## src/rtl/lock_regmap_pkg.sv

```systemverilog
package lock_regmap_pkg;
  localparam int ADDR_W  = 8;
  localparam int DATA_W  = 8;
  localparam int N_BLK   = 3;
  localparam int SADDR_W = 7;

  localparam logic [ADDR_W-1:0] FEAT_ADDR  = 8'h08;
  localparam logic [ADDR_W-1:0] SADDR_ADDR = 8'h32;
  localparam logic [ADDR_W-1:0] WR_CEIL    = 8'h4F;
  localparam logic [ADDR_W-1:0] SHD_LO     = 8'h20;
  localparam logic [ADDR_W-1:0] SHD_HI     = 8'h47;
  localparam int SHD_DEPTH = int'(SHD_HI) - int'(SHD_LO) + 1;

  localparam logic [N_BLK-1:0][ADDR_W-1:0] BLK_LO = {8'h40, 8'h30, 8'h20};
  localparam logic [N_BLK-1:0][ADDR_W-1:0] BLK_HI = {8'h47, 8'h3F, 8'h2F};

  localparam int FEAT_PIN_BIT = 7;
  localparam int FEAT_AWE_BIT = 1;

  localparam logic [SADDR_W-1:0] SADDR_DFLT = 7'h34;

  typedef struct packed {
    logic shadow;
    logic feat;
    logic saddr;
  } wr_sel_t;
endpackage

```

## src/rtl/rm_wr_filter.sv

```systemverilog
module rm_wr_filter
  import lock_regmap_pkg::*;
(
  input  logic              wr_en_i,
  input  logic [ADDR_W-1:0] addr_i,
  input  logic [N_BLK-1:0]  lock_i,
  input  logic              addr_we_i,
  output wr_sel_t           sel_o
);
  logic [N_BLK-1:0] blk_hit;
  logic locked, in_shd, below_ceil;

  for (genvar k = 0; k < N_BLK; k++) begin : g_blk
    assign blk_hit[k] = (addr_i >= BLK_LO[k]) && (addr_i <= BLK_HI[k]);
  end

  assign locked     = |(blk_hit & lock_i);
  assign in_shd     = (addr_i >= SHD_LO) && (addr_i <= SHD_HI);
  assign below_ceil = (addr_i <= WR_CEIL);

  always_comb begin
    sel_o.shadow = wr_en_i && below_ceil && in_shd && !locked && (addr_i != SADDR_ADDR);
    sel_o.saddr  = wr_en_i && below_ceil && (addr_i == SADDR_ADDR) && !locked && addr_we_i;
    sel_o.feat   = wr_en_i && below_ceil && (addr_i == FEAT_ADDR);
  end
endmodule

```

## src/rtl/rm_feature_reg.sv

```systemverilog
module rm_feature_reg (
  input  logic clk_i,
  input  logic rst_ni,
  input  logic pin_ni,
  input  logic wr_i,
  input  logic pin_set_i,
  input  logic awe_i,
  output logic pin_latch_o,
  output logic addr_we_o
);
  always_ff @(posedge clk_i or negedge rst_ni) begin
    if (!rst_ni) begin
      pin_latch_o <= 1'b1;
      addr_we_o   <= 1'b0;
    end else begin
      // a low pin beats a concurrent set request
      if (!pin_ni)                pin_latch_o <= 1'b0;
      else if (wr_i && pin_set_i) pin_latch_o <= 1'b1;
      if (wr_i) addr_we_o <= awe_i;
    end
  end
endmodule

```

## src/rtl/rm_slave_addr.sv

```systemverilog
module rm_slave_addr
  import lock_regmap_pkg::*;
(
  input  logic               clk_i,
  input  logic               rst_ni,
  input  logic               por_ni,
  input  logic               wr_i,
  input  logic [SADDR_W-1:0] data_i,
  input  logic               copy_i,
  output logic [SADDR_W-1:0] addr_o
);
  logic [SADDR_W-1:0] stored_q, live_q;
  logic               live_vld_q;

  always_ff @(posedge clk_i or negedge por_ni) begin
    if (!por_ni)     stored_q <= SADDR_DFLT;
    else if (copy_i) stored_q <= addr_o;
  end

  // warm reset drops the override; output falls back to the stored copy
  always_ff @(posedge clk_i or negedge rst_ni) begin
    if (!rst_ni) begin
      live_q     <= '0;
      live_vld_q <= 1'b0;
    end else if (wr_i) begin
      live_q     <= data_i;
      live_vld_q <= 1'b1;
    end
  end

  assign addr_o = live_vld_q ? live_q : stored_q;
endmodule

```

## src/rtl/rm_shadow_ram.sv

```systemverilog
module rm_shadow_ram #(
  parameter int ADDR_W = 8,
  parameter int DATA_W = 8,
  parameter int DEPTH  = 40,
  parameter logic [ADDR_W-1:0] BASE = 8'h20
) (
  input  logic              clk_i,
  input  logic              rst_ni,
  input  logic              we_i,
  input  logic [ADDR_W-1:0] waddr_i,
  input  logic [DATA_W-1:0] wdata_i,
  input  logic [ADDR_W-1:0] raddr_i,
  output logic [DATA_W-1:0] rdata_o
);
  logic [DATA_W-1:0] mem_q [DEPTH];

  always_ff @(posedge clk_i or negedge rst_ni) begin
    if (!rst_ni) begin
      for (int i = 0; i < DEPTH; i++) mem_q[i] <= '0;
    end else begin
      for (int i = 0; i < DEPTH; i++)
        if (we_i && waddr_i == BASE + ADDR_W'(i)) mem_q[i] <= wdata_i;
    end
  end

  always_comb begin
    rdata_o = '0;
    for (int i = 0; i < DEPTH; i++)
      if (raddr_i == BASE + ADDR_W'(i)) rdata_o = mem_q[i];
  end
endmodule

```

## src/rtl/lock_regmap.sv

```systemverilog
module lock_regmap
  import lock_regmap_pkg::*;
(
  input  logic               clk_i,
  input  logic               rst_ni,
  input  logic               por_ni,
  input  logic               wr_en_i,
  input  logic [ADDR_W-1:0]  wr_addr_i,
  input  logic [DATA_W-1:0]  wr_data_i,
  input  logic [ADDR_W-1:0]  rd_addr_i,
  output logic [DATA_W-1:0]  rd_data_o,
  input  logic [N_BLK-1:0]   lock_i,
  input  logic               pin_ni,
  input  logic               copy_i,
  output logic [SADDR_W-1:0] slave_addr_o
);
  logic    rst_n_all;
  wr_sel_t sel;
  logic    pin_latch_q, addr_we_q;
  logic [DATA_W-1:0] shd_rdata;

  assign rst_n_all = rst_ni & por_ni;

  rm_wr_filter u_filter (
    .wr_en_i   (wr_en_i),
    .addr_i    (wr_addr_i),
    .lock_i    (lock_i),
    .addr_we_i (addr_we_q),
    .sel_o     (sel)
  );

  rm_feature_reg u_feat (
    .clk_i       (clk_i),
    .rst_ni      (rst_n_all),
    .pin_ni      (pin_ni),
    .wr_i        (sel.feat),
    .pin_set_i   (wr_data_i[FEAT_PIN_BIT]),
    .awe_i       (wr_data_i[FEAT_AWE_BIT]),
    .pin_latch_o (pin_latch_q),
    .addr_we_o   (addr_we_q)
  );

  rm_slave_addr u_saddr (
    .clk_i  (clk_i),
    .rst_ni (rst_n_all),
    .por_ni (por_ni),
    .wr_i   (sel.saddr),
    .data_i (wr_data_i[DATA_W-1:1]),
    .copy_i (copy_i),
    .addr_o (slave_addr_o)
  );

  rm_shadow_ram #(
    .ADDR_W (ADDR_W),
    .DATA_W (DATA_W),
    .DEPTH  (SHD_DEPTH),
    .BASE   (SHD_LO)
  ) u_shadow (
    .clk_i   (clk_i),
    .rst_ni  (rst_n_all),
    .we_i    (sel.shadow),
    .waddr_i (wr_addr_i),
    .wdata_i (wr_data_i),
    .raddr_i (rd_addr_i),
    .rdata_o (shd_rdata)
  );

  always_comb begin
    rd_data_o = '0;
    if (rd_addr_i == FEAT_ADDR) begin
      rd_data_o[FEAT_PIN_BIT] = pin_latch_q;
      rd_data_o[FEAT_AWE_BIT] = addr_we_q;
    end else if (rd_addr_i == SADDR_ADDR) begin
      rd_data_o = {slave_addr_o, 1'b0};
    end else begin
      rd_data_o = shd_rdata;
    end
  end
endmodule

```

## config.mk

```make
export PLATFORM = sky130hd
export DESIGN_NAME = lock_regmap
export DESIGN_NICKNAME = d
export VERILOG_FILES = /design/src/rtl/lock_regmap_pkg.sv /design/src/rtl/rm_wr_filter.sv /design/src/rtl/rm_feature_reg.sv /design/src/rtl/rm_slave_addr.sv /design/src/rtl/rm_shadow_ram.sv /design/src/rtl/lock_regmap.sv
export SDC_FILE = /design/constraint.sdc
export NUM_CORES = 1
export LEC_CHECK = 0
export ABC_AREA = 1
export ABC_CLOCK_PERIOD_IN_PS = 18500
export BUFFER_PORTS_ARGS = -buffer_cell sky130_fd_sc_hd__buf_2
export CAP_MARGIN = 20
export CORE_UTILIZATION = 30
export CTS_CLUSTER_SIZE = 30
export DETAILED_ROUTE_END_ITERATION = 16
export PLACE_DENSITY = 0.46
export SYNTH_ARGS = -nofsm -noshare
export SYNTH_HDL_FRONTEND = slang
export SYNTH_SLANG_ARGS = --single-unit
```

## constraint.sdc

```tcl
create_clock -name clk_i -period 18.5 [get_ports clk_i]
set_input_delay 3.7 -clock clk_i [delete_from_list [all_inputs] [get_ports clk_i]]
set_output_delay 3.7 -clock clk_i [all_outputs]
set_load 0.1 [all_outputs]
```

### Yosys cells after proc, flatten, opt, wreduce, memory -nomap -nowiden

Index checks and enable logic that the tools add are counted.

* register bits after elaboration: 329
* input bits: 33

* bitwise operators: 2
* reductions and logical operators: 54
* eq/ne operators: 84
* muxes and demuxes: 47
* magnitude comparators: 7

Operators with widths (count)
* == test 8 x 6 -> 1 bit, second input constant: 64
* 2-to-1 mux 8 bit: 40
* == test 8 x 7 -> 1 bit, second input constant: 16
* logical AND 1 bit: 52
* == test 8 x 4 -> 1 bit, second input constant: 2
* greater-or-equal comparator 8 x 6 -> 1 bit, second input constant: 2
* <= comparator 8 x 6 -> 1 bit, second input constant: 2
* <= comparator 8 x 7 -> 1 bit, second input constant: 2
* greater-or-equal comparator 8 x 7 -> 1 bit, second input constant: 1
* inequality test 8 x 6 -> 1 bit, second input constant: 1
* 2-to-1 mux 7 bit: 1
* 2-to-1 mux 1 bit: 5
* 2-to-1 mux 5 bit: 1
* bitwise AND 3 bit: 1
* OR reduction 3 bit: 1
* inequality test 2 x 1 -> 1 bit, second input constant: 1
* bitwise AND 1 bit: 1
* logical NOT 1 bit: 1

### Depth between registers and ports, before layout

* depth in word-level cells: 42
* mapped depth: 35
* mapped depth without buffers: 35

### Hierarchy

From an unflattened synthesis, not the netlist that was laid out.

* cell total of the unflattened synthesis: 2054
* area total of the unflattened synthesis: 15929.0 um^2

Modules (own cells, without submodules)
* rm_shadow_ram: cells each 1867, times used 1, area each 14721.6 um^2, seq. area each 8007.7 um^2
* rm_slave_addr: cells each 91, times used 1, area each 729.4 um^2, seq. area each 379.1 um^2
* lock_regmap: cells each 53, times used 1, area each 242.7 um^2, seq. area each 0.0 um^2
* rm_wr_filter: cells each 34, times used 1, area each 151.4 um^2, seq. area each 0.0 um^2
* rm_feature_reg: cells each 9, times used 1, area each 83.8 um^2, seq. area each 51.3 um^2

### Worst setup path after synthesis

No wires, ideal clock.

* path kind: input port to output port
* start point: input rd_addr_i[6]
* end point: output rd_data_o[2]
* stages: 30
* data required time: 14800 ps
* path slack: 8028 ps
* arrival time: 6772 ps
* cells stage by stage: nor2_2 -> nand3_2 -> buf_6 -> nor2_2 -> nand2_1 -> nand3_1 -> nand2_1 -> nand2_1 -> nand2_1 -> nand3_1 -> nand2_1 -> nand3_1 -> nor2_1 -> nand4_1 -> nand2_1 -> nand4_1 -> nand2_1 -> nand2_1 -> nand2_1 -> nand4_1 -> nand2_1 -> nand2_1 -> nand2_1 -> nand4_1 -> nor2_1 -> nand4_1 -> nand2_1 -> nand4_1 -> nor2_1 -> nor2_1

* cells in the longest elaborated chain, start to end: 42
* elaborated cells between the ends (all ways): 82

Ends and longest elaborated chain
* from (decl): RTL line lock_regmap.sv:10 `input logic [ADDR_W-1:0] rd_addr_i,`
* == test 8 x 6 -> 1 bit: RTL line rm_shadow_ram.sv:29 `if (raddr_i == BASE + ADDR_W'(i)) rdata_o = mem_q[i];`
* 2-to-1 mux 8 bit (39 in series): RTL line rm_shadow_ram.sv:29
* 2-to-1 mux 8 bit: RTL line lock_regmap.sv:73 `end else if (rd_addr_i == SADDR_ADDR) begin`
* 2-to-1 mux 5 bit *: RTL line lock_regmap.sv:70 `if (rd_addr_i == FEAT_ADDR) begin`
* to (decl): RTL line lock_regmap.sv:11 `output logic [DATA_W-1:0] rd_data_o,`

Mark *: on every way between the ends. The rest lies on a longest branch, timed or not.

### Worst setup path after layout

* start point: input rd_addr_i[6]
* end point: output rd_data_o[6]

Same word-level chain as after synthesis.

==> impl_results.md <==
- First drt pass iteration count: 5
- Area of the mapped netlist: 0.0153 mm2
- PostCTS Resize Cnt: 0
- DRT iter0 DRCs: 920
- CTS H-tree depth: 2
- Vias per Instance: 4.68
- Layout area overhead: 14.1%
- Die area: 0.0519 mm2
- Most common cell in the netlist: nand2_1
- First-pass GRT wire length: 72.8 mm
- Maximum VDD drop: 0.0497 mV
- Worst path max stage delay: 0.87 ns
- CP max-delay cell: nor2_1
- # DRC: 0
- Worst Tran Pin Value: 0.936 ns
- Fillers: 5361
- Post-route core utilization: 0.347
- Vias in the first global route: 12200
- Cell Rows: 82
- Worst min-delay path class: reg2reg
- Detailed Place HPWL: 30.8 mm
- TritonCTS clock tree: done
- TNS Setup: 0 ns
- Width of the chip: 228 um
- Hold Slack: 0.477 ns
- Dominant cell type by area after synthesis: dfrtp_1
- Vias: 12500
- Leakage: 0.00789 uW
- Setup violations, final: 0
- Initial Util: 0.304
- Worst-case clock buffer depth: 3
- Post-synth EDFFs: 0
- Crit start category: input pin
- Post-route ant nets: 0
- Root Driver: clkbuf_16
- R2R depth: 2
- Initial antenna violation count: 0
- Final Max Tran Viols: 0
- Grt ovf: 0
- CP Max Fanout: 12
- Outcome: complete, no violations
- Yosys reg bits: 329
- Clock Skew: 0.00743 ns
- Port Buffers: 47
- CTS Hold Bufs: 0
- Largest net degree at the start of global routing: 147
- Yosys top cell area share: 0.531
- Clk sinks: 329
- CTS buffer count: 40
- Fmax: 89.6 MHz
- Final wirelength: 45.9 mm
- Synth cell types: 32
- Final hold vios: 0
- Period utilization: 0.603
- Placed cells: 2604
- Top cell by count, worst path: nand2_1
- Crit path capture type: primary output
- Critical path arrival: 7.46 ns
- Yosys warning count: 0
- Clk_lat worst skew: 0.56 ns
- Largest cells by area after synthesis: dfrtp_1 (53%), nand2_1 (18%), o21ai_0 (11%), inv_1 (3.7%), nor2_1 (2.6%)
- Max-Cap Viols: 0
- Hold Path Depth: 2
- Crit path time final: 11.16 ns
- Post-synthesis sequential area ratio: 0.538
- I/O pin cnt: 48
- Max_slew headroom: 0.374
- Post-Syn Instances: 1955
- GP Congestion: 0.864
- Clock Pin Slew Worst Setup and Hold Paths: 0.05 ns
- Power Density: 90.1 mW/mm2
- Crit path kind: in2out
- RSZ-0062 raised after global routing: no
- Antenna diodes: 0
- Die H: 228 um
- Most frequent cells after synthesis: nand2_1 (721), o21ai_0 (343), dfrtp_1 (325)
- Synthesized Nets: 1988
- Post-route insts no fill: 2678
- Core Area: 0.0503 mm2
- Avg WL per Cell: 17.1 um
- Gr usage total: 0.179
- Synth Flop Type: dfrtp_1
- Post-CTS setup buffer count: 0
- Synth Area per Inst: 7.83 um2
- Layout Nets: 2007
- Fraction of layout cells with a size suffix above 1: 0.0972
- Required @ worst endpoint: 14.80 ns
- Async set-or-reset flop fraction in the synthesized netlist: 1.00
per-layer routing:
metal  global-route usage  routed length [um]
met1                0.258               22500
met2                0.273               20300
met3               0.0281                1960
met4               0.0573                1130
met5                    0                   0
critical path, delay by kind of cell:
family | cells | cell delay, ns
AND/OR/NAND/NOR | 25 | 3.07
buffers and inverters | 3 | 0.58
AO/OA/AOI/OAI | 1 | 0.08
cell usage in the layout (no fill, tap or decap), drive strengths merged:
master,Yosys,routed
o31ai,1,1
or2,57,57
bufinv,0,2
and3,1,1
nand4,45,45
dfrtp,325,325
o21a,1,1
clkbuf,78,65
inv,154,153
nor3,2,2
a2111oi,1,1
nand3,44,44
dfstp,4,4
a21oi,45,45
nor2,123,123
clkinv,1,9
nand2,723,723
nor4,1,1
buf,4,59
nand3b,2,2
o21ai,343,343
where the power goes:
group / switching, uW / total [uW] / internal [uW] / leakage, uW
sequential: 1.51 / 724 / 723 / 0.00453
clock: 313 / 787 / 474 / 0.000645
combinational: 52.2 / 62.6 / 10.4 / 0.00272
worst paths after layout:
| kind | startpoint | to | slack (ns) |
|---|---|---|---|
| worst max-delay path | rd_addr_i[6] | rd_data_o[6] | 7.34 |
| worst min-delay path | u_shadow.mem_q[162] | u_shadow.mem_q[162] | 0.48 |
| worst max register to register | u_feat.addr_we_o | u_saddr.live_q[1] | 16.96 |
| worst min register to register | u_shadow.mem_q[162] | u_shadow.mem_q[162] | 0.48 |
| max in group asynchronous | por_ni | u_shadow.mem_q[165] | 13.48 |
| min in group asynchronous | por_ni | u_saddr.stored_q[1] | 2.98 |
final cells by class:
cell class,count,area [um2],area share
repair buffers,59,338,0.0194
well taps,672,841,0.0482
clock inverters,9,103,0.00588
clock buffers,65,1210,0.0691
multi-input cells,1389,6140,0.352
inverters,155,589,0.0338
flip-flops and latches,329,8240,0.472
stage by stage:
step	worst slack (ns)	area [um2]	power, uW
floorplan	5.88	15300	773
global placement	7.27	16100	801
detailed placement	7.22	16100	801
CTS	7.21	17500	1600
global route	6.89	17500	1630
finish	7.34	17500	1570
flip-flops by register name, indices dropped and copies added (netlist names):
name / count
u_saddr.live_q: 7
u_saddr.live_vld_q: 1
u_saddr.stored_q: 7
u_shadow.mem_q: 312
u_feat.addr_we_o: 1
u_feat.pin_latch_o: 1
cells by family after synthesis:
family	Yosys count	share of synthesized area
compound gates	391	0.128
flops	329	0.538
simple gates	998	0.273
buf+inv	237	0.0605
No activity file was read; power rests on OpenSTA's default activity.
